`config.mk`:
```
export PLATFORM = sky130hd
export DESIGN_NAME = can_accept_filter
export DESIGN_NICKNAME = d
export VERILOG_FILES = /design/src/rtl/can_flt_pkg.sv /design/src/rtl/can_flt_cfg.sv /design/src/rtl/can_flt_single.sv /design/src/rtl/can_flt_dual_lane.sv /design/src/rtl/can_flt_basic.sv /design/src/rtl/can_accept_filter.sv
export SDC_FILE = /design/constraint.sdc
export NUM_CORES = 1
export LEC_CHECK = 0
export ABC_AREA = 1
export CAP_MARGIN = 20
export CORE_ASPECT_RATIO = 1.75
export CORE_MARGIN = 2
export CORE_UTILIZATION = 45
export DETAILED_ROUTE_END_ITERATION = 10
export PLACE_DENSITY = 0.76
export SYNTH_ARGS = -nofsm -noshare
export SYNTH_HDL_FRONTEND = slang
export SYNTH_SLANG_ARGS = --single-unit
export TNS_END_PERCENT = 5
```
`constraint.sdc`:
```
create_clock -name clk_i -period 1.5 [get_ports clk_i]
set_input_delay 0.225 -clock clk_i [delete_from_list [all_inputs] [get_ports clk_i]]
set_output_delay 0.225 -clock clk_i [all_outputs]
set_load 0.02 [all_outputs]
```
`src/rtl/can_flt_pkg.sv`:
```
package can_flt_pkg;
  localparam int unsigned BYTE_W   = 8;
  localparam int unsigned NUM_ACC  = 8;
  localparam int unsigned EXT_ID_W = 29;
  localparam int unsigned STD_ID_W = 11;
  localparam int unsigned DLC_W    = 4;

  typedef logic [BYTE_W-1:0] byte_t;
  typedef byte_t [NUM_ACC-1:0] acc_arr_t;

  typedef struct packed {
    acc_arr_t acc;
    byte_t    bcode;
    byte_t    bmask;
    logic     single;
  } flt_cfg_t;
endpackage

```
`src/rtl/can_flt_cfg.sv`:
```
module can_flt_cfg
  import can_flt_pkg::*;
(
  input  logic     clk_i,
  input  logic     rst_ni,
  input  logic     reset_mode_i,
  input  flt_cfg_t cfg_i,
  output flt_cfg_t cfg_o,
  output logic     in_reset_o
);
  // snapshot taken on the reset->operation edge
  always_ff @(posedge clk_i or negedge rst_ni) begin
    if (!rst_ni) begin
      cfg_o      <= '0;
      in_reset_o <= 1'b1;
    end else begin
      in_reset_o <= reset_mode_i;
      if (in_reset_o && !reset_mode_i) cfg_o <= cfg_i;
    end
  end
endmodule

```
`src/rtl/can_flt_single.sv`:
```
module can_flt_single
  import can_flt_pkg::*;
(
  input  acc_arr_t            acc_i,
  input  logic [EXT_ID_W-1:0] id_i,
  input  logic                ext_i,
  input  logic                rtr_i,
  input  logic [DLC_W-1:0]    dlc_i,
  input  byte_t               d0_i,
  input  byte_t               d1_i,
  output logic                hit_o
);
  localparam int unsigned XLOW_W  = EXT_ID_W - 3*BYTE_W;
  localparam int unsigned SLOW_W  = STD_ID_W - BYTE_W;
  localparam int unsigned MSK_OFS = NUM_ACC/2;

  logic [EXT_ID_W:0] x_code, x_dc, x_val;
  logic [STD_ID_W:0] s_code, s_dc, s_val;
  logic x_ok, s_ok, d0_ok, d1_ok, s_hit;
  logic unused_bits;

  assign x_code = {acc_i[0], acc_i[1], acc_i[2], acc_i[3][BYTE_W-1 -: XLOW_W+1]};
  assign x_dc   = {acc_i[MSK_OFS], acc_i[MSK_OFS+1], acc_i[MSK_OFS+2],
                   acc_i[MSK_OFS+3][BYTE_W-1 -: XLOW_W+1]};
  assign x_val  = {id_i, rtr_i};
  assign x_ok   = ~|((x_val ^ x_code) & ~x_dc);

  assign s_code = {acc_i[0], acc_i[1][BYTE_W-1 -: SLOW_W+1]};
  assign s_dc   = {acc_i[MSK_OFS], acc_i[MSK_OFS+1][BYTE_W-1 -: SLOW_W+1]};
  assign s_val  = {id_i[STD_ID_W-1:0], rtr_i};
  assign s_ok   = ~|((s_val ^ s_code) & ~s_dc);

  assign d0_ok  = ~|((d0_i ^ acc_i[2]) & ~acc_i[MSK_OFS+2]);
  assign d1_ok  = ~|((d1_i ^ acc_i[3]) & ~acc_i[MSK_OFS+3]);

  // remote frames and empty frames skip the data screen
  assign s_hit  = s_ok && (rtr_i || (dlc_i == '0) ||
                  (d0_ok && ((dlc_i == DLC_W'(1)) || d1_ok)));

  assign hit_o  = ext_i ? x_ok : s_hit;

  assign unused_bits = ^{acc_i[3][BYTE_W-XLOW_W-2:0], acc_i[MSK_OFS+3][BYTE_W-XLOW_W-2:0]};
endmodule

```
`src/rtl/can_flt_dual_lane.sv`:
```
module can_flt_dual_lane
  import can_flt_pkg::*;
(
  input  logic [2*BYTE_W-1:0] code_i,
  input  logic [2*BYTE_W-1:0] dc_i,
  input  logic [2*BYTE_W-1:0] ext_id_i,
  input  logic [STD_ID_W-1:0] std_id_i,
  input  logic                rtr_i,
  output logic                ext_hit_o,
  output logic                std_hit_o
);
  localparam int unsigned PAIR_W = 2*BYTE_W;

  logic [STD_ID_W:0] s_val;

  assign ext_hit_o = ~|((ext_id_i ^ code_i) & ~dc_i);

  assign s_val     = {std_id_i, rtr_i};
  assign std_hit_o = ~|((s_val ^ code_i[PAIR_W-1 -: STD_ID_W+1]) &
                        ~dc_i[PAIR_W-1 -: STD_ID_W+1]);
endmodule

```
`src/rtl/can_flt_basic.sv`:
```
module can_flt_basic
  import can_flt_pkg::*;
(
  input  byte_t code_i,
  input  byte_t mask_i,
  input  byte_t id_hi_i,
  input  logic  ext_i,
  output logic  hit_o
);
  assign hit_o = !ext_i && ~|((id_hi_i ^ code_i) & ~mask_i);
endmodule

```
`src/rtl/can_accept_filter.sv`:
```
module can_accept_filter
  import can_flt_pkg::*;
(
  input  logic                      clk_i,
  input  logic                      rst_ni,
  input  logic                      reset_mode_i,
  input  logic                      ext_mode_i,
  input  logic                      single_mode_i,
  input  logic [NUM_ACC*BYTE_W-1:0] acc_bytes_i,
  input  logic [BYTE_W-1:0]         basic_code_i,
  input  logic [BYTE_W-1:0]         basic_mask_i,
  input  logic                      frame_valid_i,
  input  logic [EXT_ID_W-1:0]       frame_id_i,
  input  logic                      frame_ext_i,
  input  logic                      frame_rtr_i,
  input  logic [DLC_W-1:0]          frame_dlc_i,
  input  logic [BYTE_W-1:0]         frame_d0_i,
  input  logic [BYTE_W-1:0]         frame_d1_i,
  output logic                      done_o,
  output logic                      accept_o
);
  localparam int unsigned NUM_LANES = 2;
  localparam int unsigned MSK_OFS   = NUM_ACC/2;
  localparam int unsigned NIB_W     = BYTE_W/2;

  flt_cfg_t cfg_d, cfg_q;
  logic     in_reset_q;
  logic     single_hit, dual_hit, basic_hit, hit;
  logic [NUM_LANES-1:0] lane_ext, lane_std;
  byte_t    d0_exp, d0_dc;
  logic     d0_ok;
  logic     done_q, accept_q;

  assign cfg_d.acc    = acc_bytes_i;
  assign cfg_d.bcode  = basic_code_i;
  assign cfg_d.bmask  = basic_mask_i;
  assign cfg_d.single = single_mode_i;

  can_flt_cfg u_cfg (
    .clk_i       (clk_i),
    .rst_ni      (rst_ni),
    .reset_mode_i(reset_mode_i),
    .cfg_i       (cfg_d),
    .cfg_o       (cfg_q),
    .in_reset_o  (in_reset_q)
  );

  can_flt_single u_single (
    .acc_i(cfg_q.acc),
    .id_i (frame_id_i),
    .ext_i(frame_ext_i),
    .rtr_i(frame_rtr_i),
    .dlc_i(frame_dlc_i),
    .d0_i (frame_d0_i),
    .d1_i (frame_d1_i),
    .hit_o(single_hit)
  );

  for (genvar g = 0; g < NUM_LANES; g++) begin : g_lane
    can_flt_dual_lane u_lane (
      .code_i   ({cfg_q.acc[2*g], cfg_q.acc[2*g+1]}),
      .dc_i     ({cfg_q.acc[MSK_OFS+2*g], cfg_q.acc[MSK_OFS+2*g+1]}),
      .ext_id_i (frame_id_i[EXT_ID_W-1 -: 2*BYTE_W]),
      .std_id_i (frame_id_i[STD_ID_W-1:0]),
      .rtr_i    (frame_rtr_i),
      .ext_hit_o(lane_ext[g]),
      .std_hit_o(lane_std[g])
    );
  end

  // lane A data screen uses the spare nibbles of bytes 1/3 and 5/7
  assign d0_exp   = {cfg_q.acc[1][NIB_W-1:0], cfg_q.acc[3][NIB_W-1:0]};
  assign d0_dc    = {cfg_q.acc[MSK_OFS+1][NIB_W-1:0], cfg_q.acc[MSK_OFS+3][NIB_W-1:0]};
  assign d0_ok    = ~|((frame_d0_i ^ d0_exp) & ~d0_dc);
  assign dual_hit = frame_ext_i ? |lane_ext : ((lane_std[0] & d0_ok) | lane_std[1]);

  can_flt_basic u_basic (
    .code_i (cfg_q.bcode),
    .mask_i (cfg_q.bmask),
    .id_hi_i(frame_id_i[STD_ID_W-1 -: BYTE_W]),
    .ext_i  (frame_ext_i),
    .hit_o  (basic_hit)
  );

  assign hit = !reset_mode_i &&
               (ext_mode_i ? (cfg_q.single ? single_hit : dual_hit) : basic_hit);

  always_ff @(posedge clk_i or negedge rst_ni) begin
    if (!rst_ni) begin
      done_q   <= 1'b0;
      accept_q <= 1'b0;
    end else begin
      done_q   <= frame_valid_i;
      accept_q <= frame_valid_i && hit;
    end
  end

  assign done_o   = done_q;
  assign accept_o = accept_q;
endmodule

```
== Word-level counts from Yosys, hierarchy flattened ==
Cells that the tools add are included.
Operators by class
  divide/modulo/power cells: 0
  multipliers: 0
  bitwise operators: 29
  reductions and logical operators: 31
  $lt $le $gt $ge: 0
  shifts and indexed selects: 0
  muxes and demuxes: 4
  add/subtract/negate cells: 0
  equality and inequality tests: 1
Operators by type and width (number)
  $and A16 B16 Y16: 2
  $and A8 B8 Y8: 4
  $not A16 Y16: 2
  $not A8 Y8: 4
  $reduce_or A16 Y1: 2
  $reduce_or A8 Y1: 4
  $xor A16 B16 Y16: 2
  $xor A8 B8 Y8: 4
  $and A30 B30 Y30: 1
  $not A30 Y30: 1
  $reduce_or A30 Y1: 1
  $xor A30 B30 Y30: 1
  $and A12 B12 Y12: 2
  $not A12 Y12: 2
  $reduce_or A12 Y1: 2
  $xor A12 B12 Y12: 2
  $logic_not A1 Y1: 11
  $logic_and A1 B1 Y1: 6
  $eq A4 B1 Y1 const B: 1
  $logic_not A4 Y1: 1
  $mux W1: 4
  $logic_or A1 B1 Y1: 3
  $reduce_or A2 Y1: 1
  $and A1 B1 Y1: 1
  $or A1 B1 Y1: 1
Word-level totals
  register bits: 84
  memories kept: 0
  logic and storage cells: 79
  bits in read-only memories: 0
  RAM bits: 0
  output and inout port bits: 2
  latch bits: 0
  input bits: 137

== Longest topological paths before layout ==
  depth after elaboration: 13
  gate-level depth with buffers: 13
  depth with buffers taken out: 13

== Modules after synthesis ==
A second synthesis with hierarchy kept.
Second synthesis, totals
  cell total of the unflattened synthesis: 1061
  area, all modules: 6269.8 um^2
By module, submodules not included
  can_flt_cfg: times used 1, cells an instance 352, area each 3288.2 um^2, sequential area each 2053.2 um^2
  can_flt_dual_lane: times used 2, cells an instance 158, area each 641.9 um^2, sequential area each 0.0 um^2
  can_flt_single: times used 1, cells an instance 286, area each 1191.1 um^2, sequential area each 0.0 um^2
  can_accept_filter: times used 1, cells an instance 61, area each 310.3 um^2, sequential area each 50.0 um^2
  can_flt_basic: times used 1, cells an instance 46, area each 196.4 um^2, sequential area each 0.0 um^2

== Worst setup path before layout ==
OpenSTA, ideal clock, no wires.
  path kind: register to register
  start: register u_cfg.cfg_o[43] (netlist bit)
  end: register accept_q (netlist: accept_o)
  path slack: 0.252 ns
  arrival: 1.175 ns
  buffers on the path: 0
  cell stages (with the launch flop): 12
  data required time: 1.427 ns
  period minus slack after synthesis: 1.248 ns
  library setup time: 0.073 ns
  path through: dfrtp_1 -> inv_2 -> nand2_1 -> nand3_1 -> nand2_1 -> nor2_1 -> nand2_2 -> nand2_1 -> nand2_1 -> a21oi_2 -> nand2_1 -> a21oi_2
On the way
  cells in the longest elaborated chain, start to end: 13
  elaborated cells between the ends (all ways): 29
  classes of those cells: mux: 4; bitwise: 10; reduce/logical: 15
RTL lines
  start: declaration: RTL line can_flt_cfg.sv:8  | output flt_cfg_t cfg_o,
  start signal: assignment: RTL line can_flt_cfg.sv:18  | if (in_reset_o && !reset_mode_i) cfg_o <= cfg_i;
  $xor A8 B8 Y8: RTL line can_flt_single.sv:34  | assign d1_ok = ~|((d1_i ^ acc_i[3]) & ~acc_i[MSK_OFS+3]);
  $and A8 B8 Y8: RTL line can_flt_single.sv:34
  $reduce_or A8 Y1: RTL line can_flt_single.sv:34
  $logic_not A1 Y1: RTL line can_flt_single.sv:34
  $logic_or A1 B1 Y1: RTL line can_flt_single.sv:38  | (d0_ok && ((dlc_i == DLC_W'(1)) || d1_ok)));
  $logic_and A1 B1 Y1: RTL line can_flt_single.sv:38
  $logic_or A1 B1 Y1: RTL line can_flt_single.sv:37  | assign s_hit = s_ok && (rtr_i || (dlc_i == '0) ||
  $logic_and A1 B1 Y1: RTL line can_flt_single.sv:37
  $mux W1: RTL line can_flt_single.sv:40  | assign hit_o = ext_i ? x_ok : s_hit;
  $mux W1 * (2 in series): RTL line can_accept_filter.sv:86  | (ext_mode_i ? (cfg_q.single ? single_hit : dual_hit) : basic_hit);
  $logic_and A1 B1 Y1 *: RTL line can_accept_filter.sv:85  | assign hit = !reset_mode_i &&
  $logic_and A1 B1 Y1 *: RTL line can_accept_filter.sv:94  | accept_q <= frame_valid_i && hit;
  end signal: assignment: RTL line can_accept_filter.sv:94
  end: declaration: RTL line can_accept_filter.sv:32  | logic done_q, accept_q;
Every way passes the cells marked *; elsewhere a longest branch is shown, timed or not.
A chain may end at the register's enable or synchronous reset.

== Worst setup path after layout ==
  start: register u_cfg.cfg_o[37] (netlist bit)
  end: register accept_q (netlist: accept_o)
On the way
  cells in the longest elaborated chain, start to end: 12
  elaborated cells between the ends (all ways): 27
  classes of those cells: mux: 4; bitwise: 9; reduce/logical: 14
RTL lines
  $xor A8 B8 Y8: RTL line can_flt_single.sv:33  | assign d0_ok = ~|((d0_i ^ acc_i[2]) & ~acc_i[MSK_OFS+2]);
  $and A8 B8 Y8: RTL line can_flt_single.sv:33
  $reduce_or A8 Y1: RTL line can_flt_single.sv:33
  $logic_not A1 Y1: RTL line can_flt_single.sv:33
  $logic_and A1 B1 Y1: RTL line can_flt_single.sv:38
  $logic_or A1 B1 Y1: RTL line can_flt_single.sv:37
  $logic_and A1 B1 Y1: RTL line can_flt_single.sv:37
  $mux W1: RTL line can_flt_single.sv:40
  $mux W1 * (2 in series): RTL line can_accept_filter.sv:86
  $logic_and A1 B1 Y1 *: RTL line can_accept_filter.sv:85
  $logic_and A1 B1 Y1 *: RTL line can_accept_filter.sv:94
Marked as above.

==> flow_metrics.py <==
metrics = {
    "pwr": {
        "power.switching_mw": 2.16,
        "ir_drop_mv": 0.779,
        "intPower_mw": 4.83,
        "swShare": 0.309,
        "p_per_area_nw_per_um2": 963,
        "clkPwrFrac": 0.315,
        "power_mw": 6.99,
        "p_comb_frac": 0.284,
        "seq_power_share": 0.401,
        "leakage_nw": 3.69,
    },
    "detailed_routing": {
        "drc": 0,
        "wl_per_cell_um": 14.4,
        "num_vias": 5354,
        "antenna_left": 0,
        "routed_wl_um": 15200,
        "drtPass1Iterations": 5,
        "drt-vias-per-instance": 5.09,
        "first_iter_violations": 271,
    },
    "global_route": {
        "grt_max_degree": 31,
        "first_global_vias": 5180,
        "grt_pass1_wl_um": 24000,
        "overflow": 0,
        "antenna_found_initial": 0,
        "track_usage": 0.253,
    },
    "floorplanning": {
        "io_pins": 139,
        "die_x_um": 84.2,
        "initial_core_util": 0.459,
        "die_area_um2": 12200,
        "fp.dieH_um": 144,
        "core_area_um2": 11000,
        "rows": 51,
    },
    "sta": {
        "fmax_mhz": 683,
        "slew_headroom": 0.721,
        "fin_crit_ns": 1.46,
        "hold_ws_ns": 0.318,
        "tightest_slew_ns": 0.419,
        "period_share": 0.976,
        "setup_viol": 0,
        "final-hold-violation-count": 0,
        "final_max_slew_viol_count": 0,
        "rsz0062_at_grt": "true",
        "fin_skew_ns": 0.00757,
    },
    "placement": {
        "dp_hpwl_um": 11900,
        "port_buffers": 138,
        "gp_congestion": 0.913,
        "dpl.cell_count": 1024,
    },
    "clocking": {
        "clkTransAtPathRegs_ns": 0.06,
        "cts_tree": "yes",
        "htreeDepth": 3,
        "clockBufferDepth": 2,
        "cts-buffers-inserted": 9,
        "cts_root_buf": "clkbuf_16",
        "worstSkewPairLatency_ns": 0.34,
        "cts_sinks": 84,
    },
    "yosys": {
        "netlist.area_leader.share": 0.410,
        "yosysTopAreaCell": "dfrtp_1",
        "synth_area_um2": 5070,
        "syn_nets": 887,
        "synth_warnings": 0,
        "synth.avg_cell_area_um2": 6.75,
        "synthCells": 750,
        "ys_types": 24,
        "synth_seq_cells": 84,
        "synthTopCellsByArea": "dfrtp_1 (41%), nand2_1 (16%), a21oi_1 (8.1%)",
        "ys_seq_area_frac": 0.415,
    },
    "worst_setup_path": {
        "arrival_ns": 1.74,
        "required_ns": 1.78,
        "worstReg2RegStart": "u_cfg.cfg_o[37]",
        "path_max_fanout": 5,
        "ff2ff_path_depth": 10,
        "start_kind": "register",
        "crit_type": "register to register",
        "crit_path_start": "u_cfg.cfg_o[37]",
        "rrSetupSlack_ns": 0.04,
        "cp-end-kind": "register",
    },
    "hold_path": {
        "hp-class": "input pin to register",
        "hold_depth": 1,
        "min_from": "reset_mode_i",
    },
    "layout": {
        "fin_nets": 1052,
        "stdcell_count": 1051,
        "final_cell_mix": "nand2_1 (212), clkdlybuf4s50_1 (126), nor2_1 (97)",
        "post-route-util": 0.657,
        "diodes": 0,
        "final_common_cell": "nand2_1",
        "area_growth_pct": 43.2,
        "final_layout_size_suffix_gt1_frac": 0.143,
    },
    "job": {
        "drv_cap": 0,
    },
    "outcome": {
        "status": "finished, final reports clean",
    },
}
[cell families after synthesis]
kind of cell              after synthesis  synth area share
DFF                                    84             0.415
muxes                                  19            0.0422
xor gates and xnor gates                4           0.00691
buffers and inverters                 130            0.0993
AOI/OAI and AO/OA                     109             0.110
and+or+nand+nor                       404             0.326
[power groups by stage]
stage,combinational [mW],sequential [mW],clock (mW)
2_1_floorplan,1.06,2.76,0
3_3_place_gp,1.84,2.82,0
3_5_place_dp,1.88,2.82,0
4_1_cts,1.89,2.79,2.23
5_1_grt,2.21,2.84,2.36
6_report,1.98,2.80,2.20
[metrics by stage]
stage          worst slack, ns  TNS (ns)  area [µm²]
3_5_place_dp            -0.426     -1.30        6790
3_3_place_gp            -0.422    -0.903        6790
4_1_cts                 0.0157         0        7090
6_report                0.0359         0        7260
5_1_grt                -0.0762   -0.0762        7260
2_1_floorplan            0.252         0        5070
[final timing paths]
check / end
max in group asynchronous: u_cfg.cfg_o[4]
min: u_cfg.in_reset_o
min reg2reg: u_cfg.cfg_o[4]
min in group asynchronous: u_cfg.cfg_o[53]
max: accept_o
max reg2reg: accept_o
[what timing repair did]
action                                  CTS  global route
gates resized for setup                   9            43
hold endpoints to repair                 25             0
pin swaps                                 0            13
endpoints found under the setup margin    3             1
hold buffers                              1             0
buffers inserted                          0            12
[cells in the mapped netlist (all sizes together)]
| master | instances |
|---|---|
| xnor2 | 4 |
| clkbuf | 5 |
| dfrtp | 83 |
| clkinv | 1 |
| mux2 | 19 |
| buf | 12 |
| nand4 | 2 |
| nand2 | 219 |
| o221ai | 1 |
| nand3 | 74 |
| a21oi | 84 |
| nor2 | 107 |
| dfstp | 1 |
| nand3b | 2 |
| o21ai | 24 |
| inv | 112 |
[per-layer routing]
layer,part of all wire,track usage,vias up
met5,0,0,-
li1,-,-,2690
met3,0.056,0.0497,45
met1,0.37,0.283,2441
met2,0.53,0.456,178
met4,0.041,0.123,0
[cell type report]
| class | count | area [µm²] |
|---|---|---|
| well taps | 132 | 165 |
| repair buffers | 171 | 1730 |
| inverters | 113 | 439 |
| multi-input cells | 536 | 2520 |
| clock buffers | 13 | 250 |
| fillers | 1000 | 3780 |
| clock inverters | 2 | 35.0 |
| flip-flops and latches | 84 | 2120 |
[sequential cells by signal (all words and copies together), names as in the netlist]
| name | cells |
|---|---|
| u_cfg.cfg_o | 81 |
| accept_o | 1 |
| done_o | 1 |
| u_cfg.in_reset_o | 1 |
[critical path: stages, from the launching register on]
cell and delay, ns:
dfrtp_2 0.45, inv_4 0.09, buf_4 0.10, nand2_1 0.04
nand3_1 0.06, nand2_1 0.07, nor2_2 0.15, nand3_2 0.11
a21oi_2 0.16, nand2_2 0.07, a21oi_2 0.11
(Power assumes the default switching activity.)
